==> config.mk <==
export PLATFORM = sky130hd
export DESIGN_NAME = bus_turnaround_timer
export DESIGN_NICKNAME = d
export VERILOG_FILES = /design/src/rtl/bus_turnaround_pkg.sv /design/src/rtl/idle_bit_counter.sv /design/src/rtl/tx_request_hold.sv /design/src/rtl/bus_turnaround_timer.sv
export SDC_FILE = /design/constraint.sdc
export NUM_CORES = 1
export LEC_CHECK = 0
export BUFFER_PORTS_ARGS = -buffer_cell sky130_fd_sc_hd__buf_2
export CELL_PAD_IN_SITES_DETAIL_PLACEMENT = 0
export CELL_PAD_IN_SITES_GLOBAL_PLACEMENT = 1
export CORE_MARGIN = 3
export CORE_UTILIZATION = 25
export DETAILED_ROUTE_END_ITERATION = 8
export HOLD_SLACK_MARGIN = 0.08
export MAX_ROUTING_LAYER = met4
export PLACE_DENSITY = 0.53
export SLEW_MARGIN = 40
export SYNTH_ARGS = -nofsm -noshare
export SYNTH_HDL_FRONTEND = slang
export SYNTH_SLANG_ARGS = --single-unit
==> constraint.sdc <==
create_clock -name clk_i -period 2.05 [get_ports clk_i]
set_clock_uncertainty 0.1 [all_clocks]
set_input_delay 0.1025 -clock clk_i [delete_from_list [all_inputs] [get_ports clk_i]]
set_output_delay 0.1025 -clock clk_i [all_outputs]
set_load 0.01 [all_outputs]
==> src/rtl/bus_turnaround_pkg.sv <==
package bus_turnaround_pkg;
  localparam int unsigned IdleBitsDef = 16;
endpackage

==> src/rtl/idle_bit_counter.sv <==
module idle_bit_counter #(
  parameter int unsigned IDLE_BITS = 16,
  localparam int unsigned CW = $clog2(IDLE_BITS + 1)
) (
  input  logic clk_i,
  input  logic rst_ni,
  input  logic bit_en_i,
  input  logic restart_i,
  output logic full_o
);
  logic [CW-1:0] cnt_q;
  localparam logic [CW-1:0] Term = CW'(IDLE_BITS);

  always_ff @(posedge clk_i or negedge rst_ni) begin
    if (!rst_ni)                        cnt_q <= '0;
    else if (restart_i)                 cnt_q <= '0;
    else if (bit_en_i && cnt_q != Term) cnt_q <= cnt_q + 1'b1;
  end

  assign full_o = (cnt_q == Term);


  hold_no_en_chk: assert property (@(posedge clk_i) disable iff (!rst_ni)
    (!bit_en_i && !restart_i) |=> $stable(cnt_q));

  no_overflow_chk: assert property (@(posedge clk_i) disable iff (!rst_ni)
    cnt_q <= Term);

  restart_clr_chk: assert property (@(posedge clk_i) disable iff (!rst_ni)
    restart_i |=> (cnt_q == '0));
endmodule

==> src/rtl/tx_request_hold.sv <==
module tx_request_hold (
  input  logic clk_i,
  input  logic rst_ni,
  input  logic req_i,
  input  logic free_i,
  output logic grant_o
);
  logic pend_q;

  assign grant_o = (req_i | pend_q) & free_i;

  always_ff @(posedge clk_i or negedge rst_ni) begin
    if (!rst_ni)      pend_q <= 1'b0;
    else if (grant_o) pend_q <= 1'b0;
    else if (req_i)   pend_q <= 1'b1;
  end


  pend_grant_chk: assert property (@(posedge clk_i) disable iff (!rst_ni)
    (pend_q && free_i) |-> grant_o);

  grant_needs_free_chk: assert property (@(posedge clk_i) disable iff (!rst_ni)
    grant_o |-> free_i);
endmodule

==> src/rtl/bus_turnaround_timer.sv <==
module bus_turnaround_timer #(
  parameter int unsigned IDLE_BITS = bus_turnaround_pkg::IdleBitsDef
) (
  input  logic clk_i,
  input  logic rst_ni,
  input  logic bit_en_i,
  input  logic line_xtn_i,
  input  logic eop_i,
  input  logic tx_req_i,
  output logic bus_free_o,
  output logic tx_grant_o
);
  logic activity;
  logic full;
  logic restart;

  assign activity   = line_xtn_i | eop_i;
  // strobe masks the flag in its own cycle
  assign bus_free_o = full & ~activity;
  assign restart    = activity | tx_grant_o;

  idle_bit_counter #(.IDLE_BITS(IDLE_BITS)) u_cnt (
    .clk_i     (clk_i),
    .rst_ni    (rst_ni),
    .bit_en_i  (bit_en_i),
    .restart_i (restart),
    .full_o    (full)
  );

  tx_request_hold u_hold (
    .clk_i   (clk_i),
    .rst_ni  (rst_ni),
    .req_i   (tx_req_i),
    .free_i  (bus_free_o),
    .grant_o (tx_grant_o)
  );


  strobe_drops_free_chk: assert property (@(posedge clk_i) disable iff (!rst_ni)
    (line_xtn_i || eop_i) |-> !bus_free_o);

  grant_then_busy_chk: assert property (@(posedge clk_i) disable iff (!rst_ni)
    tx_grant_o |=> !bus_free_o);

  activity_blocks_chk: assert property (@(posedge clk_i) disable iff (!rst_ni)
    activity |=> !bus_free_o);
endmodule

==> reports/qor.txt, run 1 <==
Aggregate global routing overflow = 0
Detail Route Antenna Nets = 0
Mapped Cells = 37
P per Cell Area = 549 nW/um^2
Dominant cell by count in the synthesized netlist = sky130_fd_sc_hd__dfrtp_1
Main area contributors after synthesis = sky130_fd_sc_hd__dfrtp_1 (43%), sky130_fd_sc_hd__ha_1 (7.2%), sky130_fd_sc_hd__nand3_1 (5.8%), sky130_fd_sc_hd__nor2_1 (5.4%), sky130_fd_sc_hd__or3_1 (5.4%)
Sequential-to-total area share from yosys stat = 0.435
Post-route clock period utilization = 0.852
Vias = 306
Wire length reported by the detailed router = 756 um
Clock tree root driver cell = sky130_fd_sc_hd__clkbuf_4
Largest net degree at the start of global routing = 8
Setup repair after global routing missed its margin = no
Count of TritonRoute iterations in the first routing pass = 2
Antenna violations before repair = 0
Number of clock sinks seen by CTS = 6
Arrival time worst endpoint = 1540 ps
Total clock buffers created by CTS = 3
Total global-route track usage = 0.110
Count of cell types in the netlist = 17
Drt via density = 4.71
Post-synthesis cell area = 345 um^2
Max-cap viol count = 0
Warnings, synthesis = 0
Fin util = 0.389
Number of primary I/O pins = 8
Source-to-sink clock delay at the later pin of the worst-skew pair = 240 ps
Ratio of cells with drive above 1 in the final layout = 0.235
Count of final hold-check violations = 0
Last weighted congestion value of the routability-driven placer = 0.791
First-pass GRT wire length = 1440 um
Worst Max-Slew Pin Slew = 304 ps
Leakage power total = 0.195 nW
Net total in the final layout = 61
Number of buffer cells added on primary ports = 7
Resized Gates After CTS = 0
Area share of the largest cell type after synthesis = 0.435
Worst-case vdd ir drop = 0.000384 V
Worst setup slack for register-to-register paths = 480 ps
Worst Setup End Kind = output pin
Post-layout min period = 1750 ps
Met2 Resource Use GR = 0.162
Max FO, Critical Path = 5
Classification of the worst-slack hold path = in -> reg
Placeable core region = 1200 um^2
Number of buffers on the longest clock path = 2
Global-route layer with the greatest usage = met2
Setup violators final = 0
Primary flip-flop cell chosen by synthesis mapping = sky130_fd_sc_hd__dfrtp_1
Outcome = completed
Max-slew violation total from the final report = 0
DR WL/cell = 11.6 um
Die width = 43.2 um
Commonest cells in the netlist = sky130_fd_sc_hd__dfrtp_1 (6), sky130_fd_sc_hd__nor2_1 (5), sky130_fd_sc_hd__nand3_1 (4), sky130_fd_sc_hd__or3_1 (3)
Maximum clock frequency = 0.573 GHz
Share of flip-flops with an asynchronous set or reset after synthesis = 1.00
Worst rel slew slack = 0.797
Number of buffers inserted for hold repair after clock tree synthesis = 5
Number of antenna repair diodes = 0
Vertical extent of the die = 43.2 um
Clk pin slew, worst setup/hold paths = 40 ps
Placed cells = 57
Detailed-route DRC error count = 0
Sum of negative setup slack = 0 ps
Post-Syn Nets = 45
Worst Hold Margin = 96.9 ps
Category of the worst setup path launch point = flop
Iter 0 DRT Violations = 9
Post-Layout Cell Count = 65
Syn Area/Cell = 9.33 um^2
Met1 GRT Util = 0.123
Die area = 1860 um^2
Starting Density = 0.287
Signed area change from the synthesized netlist to the final layout = 35.1%
Global routing met3 resource utilization = 0.0763
CTS H-tree lvls = 1
WP data required = 1850 ps
Number of register bits inferred by synthesis = 6
Critical path type = reg -> out
Post-CTS Setup Repair Bufs = 0
Largest area contributor in the synthesized netlist = sky130_fd_sc_hd__dfrtp_1
Number of enable-type register cells in the synthesized netlist = 0
CTS tree = built
Vias in the first global route = 321
Rows = 12
state kept, by name, summed over array words and instances, names as in the netlist:
signal,cells
u_hold.pend_q,1
u_cnt.cnt_q,5
worst max-delay path, cell delays in order (launching register included):
cell	delay (ps)
sky130_fd_sc_hd__dfrtp_1	400
sky130_fd_sc_hd__inv_1	100
sky130_fd_sc_hd__ha_1	170
sky130_fd_sc_hd__nand4bb_1	240
sky130_fd_sc_hd__nor3_1	230
sky130_fd_sc_hd__buf_2	160
cell usage in the layout, fill, tap and decap left out:
master / instances
sky130_fd_sc_hd__dlygate4sd3_1: 5
sky130_fd_sc_hd__ha_1: 2
sky130_fd_sc_hd__a31oi_1: 2
sky130_fd_sc_hd__xor2_1: 2
sky130_fd_sc_hd__inv_1: 2
sky130_fd_sc_hd__or3_1: 3
sky130_fd_sc_hd__and4bb_4: 1
sky130_fd_sc_hd__nand3_1: 4
sky130_fd_sc_hd__dfrtp_1: 6
sky130_fd_sc_hd__clkbuf_4: 3
sky130_fd_sc_hd__or2_2: 1
sky130_fd_sc_hd__a21oi_1: 1
sky130_fd_sc_hd__o21bai_1: 1
sky130_fd_sc_hd__nor3_1: 1
sky130_fd_sc_hd__buf_2: 7
sky130_fd_sc_hd__nand4_1: 2
sky130_fd_sc_hd__nand4bb_1: 1
sky130_fd_sc_hd__nand2_1: 2
sky130_fd_sc_hd__nor2_1: 5
worst paths after layout:
path	from	endpoint	depth (start not counted)
min reg2reg	u_hold.pend_q	u_hold.pend_q	2
min in group asynchronous	rst_ni	u_cnt.cnt_q[4]	2
max in group asynchronous	rst_ni	u_cnt.cnt_q[0]	2
min	bit_en_i	u_cnt.cnt_q[1]	3
max reg2reg	u_cnt.cnt_q[0]	u_cnt.cnt_q[0]	5
max	u_cnt.cnt_q[0]	tx_grant_o	5
through the flow:
| step | setup slack (ps) | instance area, um^2 | power [mW] |
|---|---|---|---|
| CTS | 300 | 467 | 0.264 |
| global route | 142 | 467 | 0.275 |
| floorplan | 607 | 345 | 0.130 |
| global placement | 529 | 394 | 0.140 |
| detailed placement | 516 | 394 | 0.140 |
| finish | 303 | 467 | 0.256 |
per-layer routing:
| layer | wire length, um | vias to the layer above |
|---|---|---|
| met1 | 367 | 135 |
| met2 | 346 | 7 |
| met4 | 6 | 0 |
| met3 | 36 | 2 |
| li1 | - | 162 |
| met5 | 0 | - |
where the power goes:
| part | switching (mW) | internal, mW |
|---|---|---|
| logic | 0.0108 | 0.0133 |
| registers | 0.00125 | 0.120 |
| clock network | 0.0448 | 0.0664 |
| total | 0.0569 | 0.200 |
final cells by class:
type	count	area, um^2
fillers	131	734
multi-input cells	28	184
flip-flops and latches	6	150
repair buffers	12	85.1
clock buffers	3	22.5
well taps	14	17.5
inverters	2	7.51
cells by family (layout without fill, tap and decap cells):
kind of cell	after synthesis	count (layout)	synth area share
XOR/XNOR	2	2	0.0507
AND/OR/NAND/NOR	20	20	0.337
AO/OA/AOI/OAI	4	4	0.0725
buffers and inverters	3	17	0.0326
flip-flops	6	6	0.435
adder cells (fa/ha/maj)	2	2	0.0725
(Power assumes the default switching activity.)
==> run 2: changes to the inputs <==
- PLACE_DENSITY: 0.53 -> 0.62
==> reports/qor.txt, run 2 (synthesized netlist as in run 1, its figures left out) <==
Number of fillers in the final layout = 121
Iter 0 DRT Violations = 11
Count of TritonRoute iterations in the first routing pass = 4
Placeable core region = 1200 um^2
Clk pin slew, worst setup/hold paths = 50 ps
Highest cell delay on the worst timing path = 410 ps
Worst rel slew slack = 0.754
Post-layout min period = 1740 ps
Leading registers by flop count = u_cnt.cnt_q x5, u_hold.pend_q x1
Sum of negative setup slack = 0 ps
Post-route clock period utilization = 0.849
Number of buffers on the longest clock path = 2
Post-CTS Setup Repair Bufs = 0
Vertical extent of the die = 43.2 um
Max FO, Critical Path = 5
Drt via density = 4.94
Footprint of the flip-flops and latches = 150 um^2
CTS H-tree lvls = 1
Max reg flops = 5
First-pass GRT wire length = 1210 um
Worst Max-Slew Pin Slew = 367 ps
Largest net degree at the start of global routing = 8
Classification of the worst-slack hold path = in -> async
Highest-count cells in the layout ignoring fill and taps = sky130_fd_sc_hd__buf_2 (7), sky130_fd_sc_hd__dlygate4sd3_1 (6), sky130_fd_sc_hd__dfrtp_1 (6)
Worst-case vdd ir drop = 0.000248 V
Detailed-route DRC error count = 0
Max-cap viol count = 0
Number of buffer cells added on primary ports = 7
Maximum clock frequency = 0.575 GHz
DR WL/cell = 11.6 um
Number of cell instances on the worst register-to-register path = 5
Signed area change from the synthesized netlist to the final layout = 38.0%
Rows = 12
Number of buffers and inverters on the critical path = 2
Commonest non-fill, non-tap cell in the layout = sky130_fd_sc_hd__buf_2
Starting Density = 0.287
Max-slew violation total from the final report = 0
Worst Setup End Kind = output pin
Die width = 43.2 um
Cell Chain, Critical Path = inv_1 -> ha_1 -> nand4bb_1 -> nor3_1 -> buf_2
Top cell family by delay on the critical path = simple AND/OR/NAND/NOR gates
Vias = 326
Number of antenna repair diodes = 0
CTS tree = built
Arrival time worst endpoint = 1540 ps
Setup violators final = 0
WP data required = 1850 ps
HPWL reported at the end of detailed placement = 521 um
P per Cell Area = 546 nW/um^2
Outcome = completed
Aggregate global routing overflow = 0
Number of primary I/O pins = 8
Vias in the first global route = 297
Ratio of cells with drive above 1 in the final layout = 0.231
Detail Route Antenna Nets = 0
Leakage power total = 0.199 nW
Setup repair after global routing missed its margin = no
Clock tree root driver cell = sky130_fd_sc_hd__clkbuf_4
Area occupied by multi-input gates = 184 um^2
Critical path type = reg -> out
Number of clock sinks seen by CTS = 6
Total clock buffers created by CTS = 3
Antenna violations before repair = 0
Crit. path cell count = 5
Power, Total = 0.260 mW
Total global-route track usage = 0.0958
Die area = 1860 um^2
Net total in the final layout = 62
Last weighted congestion value of the routability-driven placer = 0.844
Count of final hold-check violations = 0
Library cell contributing the largest single delay on the critical path = sky130_fd_sc_hd__dfrtp_1
Wire length reported by the detailed router = 767 um
Source-to-sink clock delay at the later pin of the worst-skew pair = 250 ps
Largest Register = u_cnt.cnt_q
Category of the worst setup path launch point = flop
[run 2: cell types whose count changed in the layout (fill, tap and decap cells not counted)]
cell and change:
sky130_fd_sc_hd__dlygate4sd3_1 +1
[run 2: timing repair]
item,CTS,global route
hold endpoints to repair,10,0
hold buffers,6,0
resized for setup,0,0
[run 2: layout make-up]
| cell class | count | share of cell area |
|---|---|---|
| inverter | 2 | 0.0157 |
| timing repair buffer | 13 | 0.199 |
| clock buffer | 3 | 0.0472 |
| multi-input combinational | 28 | 0.386 |
| sequential | 6 | 0.315 |
| tap | 14 | 0.0367 |
[run 2: power breakdown]
part / leakage, nW / internal, mW / switching, mW
clock: 0.0138 / 0.0665 / 0.0470
sequential: 0.0781 / 0.120 / 0.00127
combinational: 0.107 / 0.0146 / 0.0110
[run 2: worst paths after layout]
path	from	end	slack [ps]
max	u_cnt.cnt_q[0]	tx_grant_o	310
min	rst_ni	u_cnt.cnt_q[2]	110
max reg2reg	u_cnt.cnt_q[0]	u_cnt.cnt_q[2]	470
min reg2reg	u_hold.pend_q	u_hold.pend_q	430
max in group asynchronous	rst_ni	u_hold.pend_q	1590
min in group clk_i	u_hold.pend_q	u_hold.pend_q	430
[run 2: worst register-to-register path: cells and delay by family, from the launching register on]
| family | cells | cell delay (ps) |
|---|---|---|
| adder cells (fa/ha/maj) | 1 | 220 |
| flip-flops | 1 | 390 |
| buffers and inverters | 1 | 90 |
| AND/OR/NAND/NOR | 2 | 580 |
| AO/OA/AOI/OAI | 1 | 140 |
[run 2: metal layers]
metal / routed length (um) / share of wire / up-vias / track usage
met5: 0 / 0 / - / -
met4: 13 / 0.017 / 0 / 0.0904
met3: 45 / 0.059 / 2 / 0.0381
met2: 326 / 0.43 / 11 / 0.118
met1: 381 / 0.50 / 151 / 0.113
li1: - / - / 162 / -
[run 2: metrics by stage]
step	util	cell area (um^2)	instances	setup WS, ps	hold slack (ps)
floorplan	-	345	37	607	-293
global placement	0.328	394	57	530	-162
detailed placement	0.328	394	57	507	-161
CTS	0.397	477	66	314	116
global route	0.397	477	66	173	136
finish	0.397	477	66	310	106
